===== src/rtl/sprof_pkg.sv =====
package sprof_pkg;

    localparam int TT_W = 4;

    typedef enum logic [1:0] {
        W_ARMED  = 2'd0,
        W_OPEN   = 2'd1,
        W_TAIL   = 2'd2,
        W_HELD   = 2'd3
    } win_st_e;

    typedef enum logic [1:0] {
        RS_PC     = 2'd0,
        RS_STAT   = 2'd1,
        RS_CTRS   = 2'd2,
        RS_IRQ    = 2'd3
    } rd_sel_e;

    typedef struct packed {
        logic            killed;
        logic            stalled;
        logic            taken;
        logic            retired;
        logic            ovr;
        logic            lso;
        logic [TT_W-1:0] ttype;
        logic            mispred;
        logic            trapped;
        logic            icfill;
    } prof_stat_t;

    localparam int STAT_W = $bits(prof_stat_t);

endpackage


===== src/rtl/sprof_ctr.sv =====
module sprof_ctr #(
    parameter int W = 20
) (
    input  logic         clk,
    input  logic         rst_n,
    input  logic         load,
    input  logic [W-1:0] load_val,
    input  logic         inc,
    output logic [W-1:0] val,
    output logic         wrap
);

    localparam logic [W-1:0] ALL_ONES = '1;

    logic [W-1:0] val_d, val_q;

    always_comb begin
        val_d = val_q;
        wrap  = 1'b0;
        if (load) begin
            val_d = load_val;
        end else if (inc) begin
            val_d = val_q + 1'b1;
            wrap  = (val_q == ALL_ONES);
        end
    end

    always_ff @(posedge clk or negedge rst_n) begin
        if (!rst_n) val_q <= '0;
        else        val_q <= val_d;
    end

    assign val = val_q;

endmodule


===== src/rtl/sprof_window.sv =====
module sprof_window
    import sprof_pkg::*;
#(
    parameter int TAIL = 2
) (
    input  logic clk,
    input  logic rst_n,
    input  logic arm,
    input  logic fetch,
    input  logic close_ev,
    output logic fetch_acc,
    output logic accept,
    output logic count_open,
    output logic close_acc,
    output logic capture
);

    localparam int TW = $clog2(TAIL + 1);
    localparam logic [TW-1:0] TMR_LOAD = TW'(TAIL - 1);

    typedef struct packed {
        win_st_e       st;
        logic [TW-1:0] tmr;
    } win_t;

    win_t w_d, w_q;

    always_comb begin
        fetch_acc  = fetch && (w_q.st == W_ARMED) && !arm;
        accept     = (w_q.st == W_OPEN) && !arm;
        count_open = ((w_q.st == W_OPEN) || (w_q.st == W_TAIL)) && !arm;
        close_acc  = accept && close_ev;
        capture    = (w_q.st == W_TAIL) && (w_q.tmr == '0) && !arm;

        w_d = w_q;
        if (arm) begin
            w_d.st  = W_ARMED;
            w_d.tmr = '0;
        end else begin
            unique case (w_q.st)
                W_ARMED: if (fetch_acc) w_d.st = W_OPEN;
                W_OPEN: begin
                    if (close_acc) begin
                        w_d.st  = W_TAIL;
                        w_d.tmr = TMR_LOAD;
                    end
                end
                W_TAIL: begin
                    if (w_q.tmr == '0) w_d.st = W_HELD;
                    else               w_d.tmr = w_q.tmr - 1'b1;
                end
                W_HELD: w_d = w_q;
                default: w_d.st = W_ARMED;
            endcase
        end
    end

    always_ff @(posedge clk or negedge rst_n) begin
        if (!rst_n) begin
            w_q.st  <= W_ARMED;
            w_q.tmr <= '0;
        end else begin
            w_q <= w_d;
        end
    end

endmodule


===== src/rtl/sprof_stat.sv =====
module sprof_stat
    import sprof_pkg::*;
#(
    parameter int PCW = 64
) (
    input  logic            clk,
    input  logic            rst_n,
    input  logic            clr,
    input  logic            fetch_acc,
    input  logic [PCW-1:0]  pc_in,
    input  logic            icfill,
    input  logic            accept,
    input  logic            stall,
    input  logic            kill,
    input  logic            trap,
    input  logic            shadow,
    input  logic            mispred,
    input  logic [TT_W-1:0] ttype,
    input  logic            lso,
    input  logic            retire,
    input  logic            taken,
    input  logic            wrap0,
    input  logic            capture,
    output logic [PCW-1:0]  pc_o,
    output prof_stat_t      stat_o
);

    typedef struct packed {
        logic [PCW-1:0] pc_col;
        prof_stat_t     col;
        logic [PCW-1:0] pc_vis;
        prof_stat_t     vis;
    } st_t;

    st_t s_d, s_q;

    always_comb begin
        s_d = s_q;
        if (fetch_acc) begin
            s_d.col        = '0;
            s_d.col.icfill = icfill;
            s_d.pc_col     = pc_in;
        end
        if (accept) begin
            s_d.col.stalled = s_q.col.stalled | stall;
            s_d.col.killed  = s_q.col.killed | kill;
            if (trap) begin
                s_d.col.trapped = s_q.col.trapped | !shadow;
                s_d.col.mispred = s_q.col.mispred | mispred;
                s_d.col.lso     = s_q.col.lso | lso;
                s_d.col.ttype   = ttype;
            end
            if (retire) begin
                s_d.col.retired = 1'b1;
                s_d.col.taken   = taken;
            end
        end
        if (wrap0) s_d.col.ovr = 1'b1;
        if (capture) begin
            s_d.vis    = s_d.col;
            s_d.pc_vis = s_d.pc_col;
        end
        if (clr) s_d = '0;
    end

    always_ff @(posedge clk or negedge rst_n) begin
        if (!rst_n) s_q <= '0;
        else        s_q <= s_d;
    end

    assign pc_o   = s_q.pc_vis;
    assign stat_o = s_q.vis;

endmodule


===== src/rtl/sprof_capture.sv =====
module sprof_capture
    import sprof_pkg::*;
#(
    parameter int CW   = 20,
    parameter int PCW  = 64,
    parameter int TAIL = 2
) (
    input  logic              clk,
    input  logic              rst_n,
    input  logic              ctl_wr,
    input  logic [2*CW:0]     ctl_wdata,
    input  logic [1:0]        rd_sel,
    output logic [PCW-1:0]    rd_data,
    input  logic              tag_fetch,
    input  logic [PCW-1:0]    tag_pc,
    input  logic              tag_icfill,
    input  logic              tag_stall,
    input  logic              tag_kill,
    input  logic              tag_trap,
    input  logic              tag_shadow,
    input  logic              tag_mispred,
    input  logic [TT_W-1:0]   tag_ttype,
    input  logic              tag_lso,
    input  logic              tag_retire,
    input  logic              tag_taken,
    input  logic              tag_abort,
    input  logic              tag_squash,
    input  logic              cnt_ev0,
    input  logic              cnt_ev1,
    output logic [1:0]        irq_sum,
    output logic              irq
);

    localparam int NCTR   = 2;
    localparam int EN1_BIT = NCTR * CW;
    localparam int CTRS_W = NCTR * CW + 1;

    typedef struct packed {
        logic       en1;
        logic [1:0] sum;
    } top_t;

    top_t t_d, t_q;

    logic            fetch_acc, accept, count_open, close_acc, capture;
    logic            close_ev;
    logic [NCTR-1:0] ctr_inc, ctr_wrap;
    logic [CW-1:0]   ctr_val [NCTR];
    logic [PCW-1:0]  pc_vis;
    prof_stat_t      stat_vis;

    assign close_ev = tag_trap | tag_retire | tag_abort | tag_squash;

    sprof_window #(.TAIL(TAIL)) u_win (
        .clk        (clk),
        .rst_n      (rst_n),
        .arm        (ctl_wr),
        .fetch      (tag_fetch),
        .close_ev   (close_ev),
        .fetch_acc  (fetch_acc),
        .accept     (accept),
        .count_open (count_open),
        .close_acc  (close_acc),
        .capture    (capture)
    );

    assign ctr_inc[0] = cnt_ev0 & count_open;
    assign ctr_inc[1] = cnt_ev1 & t_q.en1;

    for (genvar i = 0; i < NCTR; i++) begin : g_ctr
        sprof_ctr #(.W(CW)) u_ctr (
            .clk      (clk),
            .rst_n    (rst_n),
            .load     (ctl_wr),
            .load_val (ctl_wdata[i*CW +: CW]),
            .inc      (ctr_inc[i]),
            .val      (ctr_val[i]),
            .wrap     (ctr_wrap[i])
        );
    end

    sprof_stat #(.PCW(PCW)) u_stat (
        .clk       (clk),
        .rst_n     (rst_n),
        .clr       (ctl_wr),
        .fetch_acc (fetch_acc),
        .pc_in     (tag_pc),
        .icfill    (tag_icfill),
        .accept    (accept),
        .stall     (tag_stall),
        .kill      (tag_kill),
        .trap      (tag_trap),
        .shadow    (tag_shadow),
        .mispred   (tag_mispred),
        .ttype     (tag_ttype),
        .lso       (tag_lso),
        .retire    (tag_retire),
        .taken     (tag_taken),
        .wrap0     (ctr_wrap[0]),
        .capture   (capture),
        .pc_o      (pc_vis),
        .stat_o    (stat_vis)
    );

    always_comb begin
        t_d = t_q;
        if (ctl_wr) begin
            t_d.en1 = ctl_wdata[EN1_BIT];
            t_d.sum = '0;
        end else begin
            t_d.sum[0] = t_q.sum[0] | capture;
            t_d.sum[1] = t_q.sum[1] | ctr_wrap[1];
        end
    end

    always_ff @(posedge clk or negedge rst_n) begin
        if (!rst_n) t_q <= '0;
        else        t_q <= t_d;
    end

    always_comb begin
        rd_data = '0;
        unique case (rd_sel_e'(rd_sel))
            RS_PC:   rd_data = pc_vis;
            RS_STAT: rd_data[STAT_W-1:0] = stat_vis;
            RS_CTRS: rd_data[CTRS_W-1:0] = {t_q.en1, ctr_val[1], ctr_val[0]};
            RS_IRQ:  rd_data[1:0] = t_q.sum;
            default: rd_data = '0;
        endcase
    end

    assign irq_sum = t_q.sum;
    assign irq     = |t_q.sum;

endmodule


===== config.mk =====
export PLATFORM = sky130hd
export DESIGN_NAME = sprof_capture
export DESIGN_NICKNAME = d
export VERILOG_FILES = /design/src/rtl/sprof_pkg.sv /design/src/rtl/sprof_ctr.sv /design/src/rtl/sprof_window.sv /design/src/rtl/sprof_stat.sv /design/src/rtl/sprof_capture.sv
export SDC_FILE = /design/constraint.sdc
export NUM_CORES = 1
export LEC_CHECK = 0
export ABC_CLOCK_PERIOD_IN_PS = 2800
export BUFFER_PORTS_ARGS = -buffer_cell sky130_fd_sc_hd__buf_2
export CAP_MARGIN = 5
export CORE_MARGIN = 1.5
export CORE_UTILIZATION = 45
export DETAILED_ROUTE_END_ITERATION = 8
export PLACE_DENSITY = 0.72
export SETUP_SLACK_MARGIN = 0.02
export SLEW_MARGIN = 20
export SYNTH_ARGS = -nofsm -noshare
export SYNTH_HDL_FRONTEND = slang
export SYNTH_SLANG_ARGS = --single-unit
export TNS_END_PERCENT = 100

===== constraint.sdc =====
create_clock -name clk -period 2.8 [get_ports clk]
set_clock_uncertainty 0.15 [all_clocks]
set_input_delay 0.56 -clock clk [delete_from_list [all_inputs] [get_ports clk]]
set_output_delay 0.56 -clock clk [all_outputs]
set_load 0.005 [all_outputs]

==> out/metrics.cfg <==
[critical_path]
rrSetupSlack_ps = 600
start_kind = primary input
worst_r2r_path_depth = 6
path_delay_family = buffers and inverters
slowest_stage = mux2i_1
end_kind = output port
path_class = in2out
r2r-end = g_ctr[0].u_ctr.val[9]
timing.critical_path.mode_cell = buf_2
critPathMaxStageDelay_ps = 310
crit_chain = buf_2, buf_4, mux2i_1, o21ai_0, buf_2
path_buf_inv = 3
crit_fanout = 11
worstPathRequired_ps = 2090
cp.arrival_ps = 1670
reg2reg_from = u_win.w_q[2]

[die]
core_area_um2 = 20400
io_pins = 195
fp.dieH_um = 148
die_area_um2 = 21800
start_util = 0.462
num_rows = 52
fp.dieW_um = 148

[grt]
track_usage = 0.241
grt_pass1_vias = 7551
antenna_found_initial = 12
grt_max_degree = 73
grt_overflow = 0
grt_pass1_wl_um = 41700

[sta]
fin_crit_ps = 2380
layout_setup_ws_ps = 424
hold_viol_final = 0
hold_ws_ps = 108
rsz0062_at_grt = false
fmax_mhz = 421
worst_pin_slew_ps = 603
drv_slew = 0
setup_viol = 0
finalCritPeriodShare = 0.849
slew_headroom = 0.598
fin_setup_tns_ps = 0

[clocking]
clk_pin_slew_worst_paths_ps = 60
clock_latency_ps = 510
clock_sinks = 201
cts-root-buf = clkbuf_16
htreeDepth = 1
postCtsSetupRepairBufs = 0
cts_buffers = 23
tritoncts = done
clockBufferDepth = 3

[final_layout]
drive_above_1_share = 0.238
area_growth_pct = 22.3
nets = 1265
final_cells = 1423
fillers = 1766
final_util = 0.565
design_area_um2 = 11500

[place]
dp.cells = 1373
dp_slack_ps = 428
dpl.hpwl_um = 17400
numPortBuffers = 194
gp_congestion = 0.903
placed_area_um2 = 10700

[worst_hold_path]
hold_start = ctl_wdata[4]
worst_hold_path.num_cells = 3
hold_path_end = g_ctr[0].u_ctr.val[4]
hold_class = in2reg

[power_and_ir_drop]
pwr_density_cell_nw_per_um2 = 698
ir_drop_uv = 416
p_leak_nw = 5.94
power_mw = 8.04

[synthesis]
seq_area_frac_synth = 0.534
async_reset_ff_frac = 1.00
synth_edf_count = 0
yosysUniqueCellTypes = 52
synth_area_per_cell_um2 = 9.82
yosys_warnings = 0
synth.cell_area_um2 = 9410
syn_inst = 958
synth_seq_cells = 201
syn-num-nets = 1094
synth-main-ff-cell = dfrtp_1

[routing]
drc = 0
route.vias.total = 7805
first_pass_iters = 5
wl_per_cell_um = 18.3
via_per_inst = 5.48
first_iter_violations = 520
antenna_left = 0
drt-total-wl_um = 26000

[run]
cap_viol_max_count = 0

[run_status]
status = complete, no violations

==> cell usage in the layout, fill, tap and decap left out, types with 7 or more instances in the layout <==
master     instances
dfrtp_1          201
buf_2            193
nand2_1          185
nand3_1           81
a22o_1            67
nor2_1            58
mux2i_1           43
o21ai_0           43
and2_1            25
clkbuf_16         23
inv_1             16
xnor2_1           13
buf_4             13
a21oi_1           12
a31oi_1           12
nor3_1            11
and3_1             9
nand4_1            9
xor2_1             9
clkbuf_8           9
buf_12             9
diode_2            8
o31ai_1            8
ha_1               8
nor2b_1            7
or4_1              7
==> cells by family after synthesis <==
kind of cell | share of synthesized area
DFF | 0.534
muxes | 0.0553
xor gates and xnor gates | 0.0205
buffers and inverters | 0.0383
and+or+nand+nor | 0.213
AOI/OAI and AO/OA | 0.128
adders and majority gates | 0.0106
==> worst max-delay path by stage <==
stage | start | to | slack (ps) | depth (start not counted)
2_1_floorplan | rd_sel[1] | rd_data[1] | 480 | 3
3_3_place_gp | rd_sel[0] | rd_data[2] | 440 | 5
3_5_place_dp | rd_sel[1] | rd_data[31] | 430 | 5
4_1_cts | rd_sel[1] | rd_data[31] | 430 | 5
5_1_grt | rd_sel[1] | rd_data[32] | 340 | 5
6_report | rd_sel[0] | rd_data[2] | 420 | 5
==> area by class of cell <==
cell class              instances  area (um2)  share of cell area
flip-flops and latches        201        5030               0.437
diodes                          8        20.0             0.00174
repair buffers                217        1270               0.110
multi-input cells             669        4040               0.351
well taps                     270         338              0.0293
clock inverters                 6        55.1             0.00478
clock buffers                  35         701              0.0609
inverters                      17        63.8             0.00554
==> sequential cells by signal, indices dropped and copies added (netlist names) <==
register         flops
u_stat.pc_o         64
irq_sum              2
u_stat.stat_o       13
u_win.w_q            4
u_stat.s_q          77
g_ctr.u_ctr.val     40
t_q                  1
==> timing repair <==
action                                 4_1_cts  5_1_grt
setup endpoints to repair                    0        0
resized for setup                            0        0
hold buffers                                 1        0
endpoints found under the hold margin       64        0
==> cell usage after synthesis, types with 2 or more instances <==
master	number	share of area
nand3_1	81	0.043
mux4_2	2	0.0048
nor4_4	2	0.0045
nor4_1	6	0.0040
inv_1	16	0.0064
dfrtp_1	201	0.53
buf_1	13	0.0052
xor2_1	9	0.0084
nor2b_1	7	0.0047
a21oi_1	13	0.0069
nand4_1	9	0.0060
a21o_1	4	0.0032
clkbuf_1	43	0.017
o31a_1	6	0.0056
and3b_1	2	0.0019
and4_1	4	0.0037
nand2b_1	5	0.0033
o31ai_1	8	0.0064
a31oi_1	12	0.0080
o21ai_0	43	0.023
o21a_1	2	0.0016
nor2_1	58	0.023
buf_2	12	0.0064
and2_1	26	0.017
a22o_1	67	0.062
mux2_2	4	0.0048
and3_1	9	0.0060
or2_2	2	0.0013
nand2_1	186	0.074
a22oi_1	6	0.0048
buf_4	2	0.0016
nor3_1	11	0.0058
or4_1	7	0.0056
mux2i_1	43	0.046
xnor2_1	13	0.012
ha_1	8	0.011
==> layer usage <==
layer,track usage,vias up,share of wire
li1,-,3698,-
met1,0.356,3751,0.46
met2,0.340,300,0.43
met3,0.0735,48,0.092
met4,0.0685,8,0.019
met5,0,-,0.0020
==> power breakdown <==
| part | switching [mW] | internal, mW |
|---|---|---|
| logic | 0.941 | 0.624 |
| registers | 0.247 | 3.26 |
| clock network | 1.16 | 1.81 |
| total | 2.35 | 5.69 |
==> worst reg2reg max path: stages, from the launching register on <==
cell and delay, ps:
dfrtp_1 420, inv_1 80, ha_1 350, nand2_1 270
nor4_4 510, a311o_1 230, nand3_1 70
No activity file was read; power rests on OpenSTA's default activity.
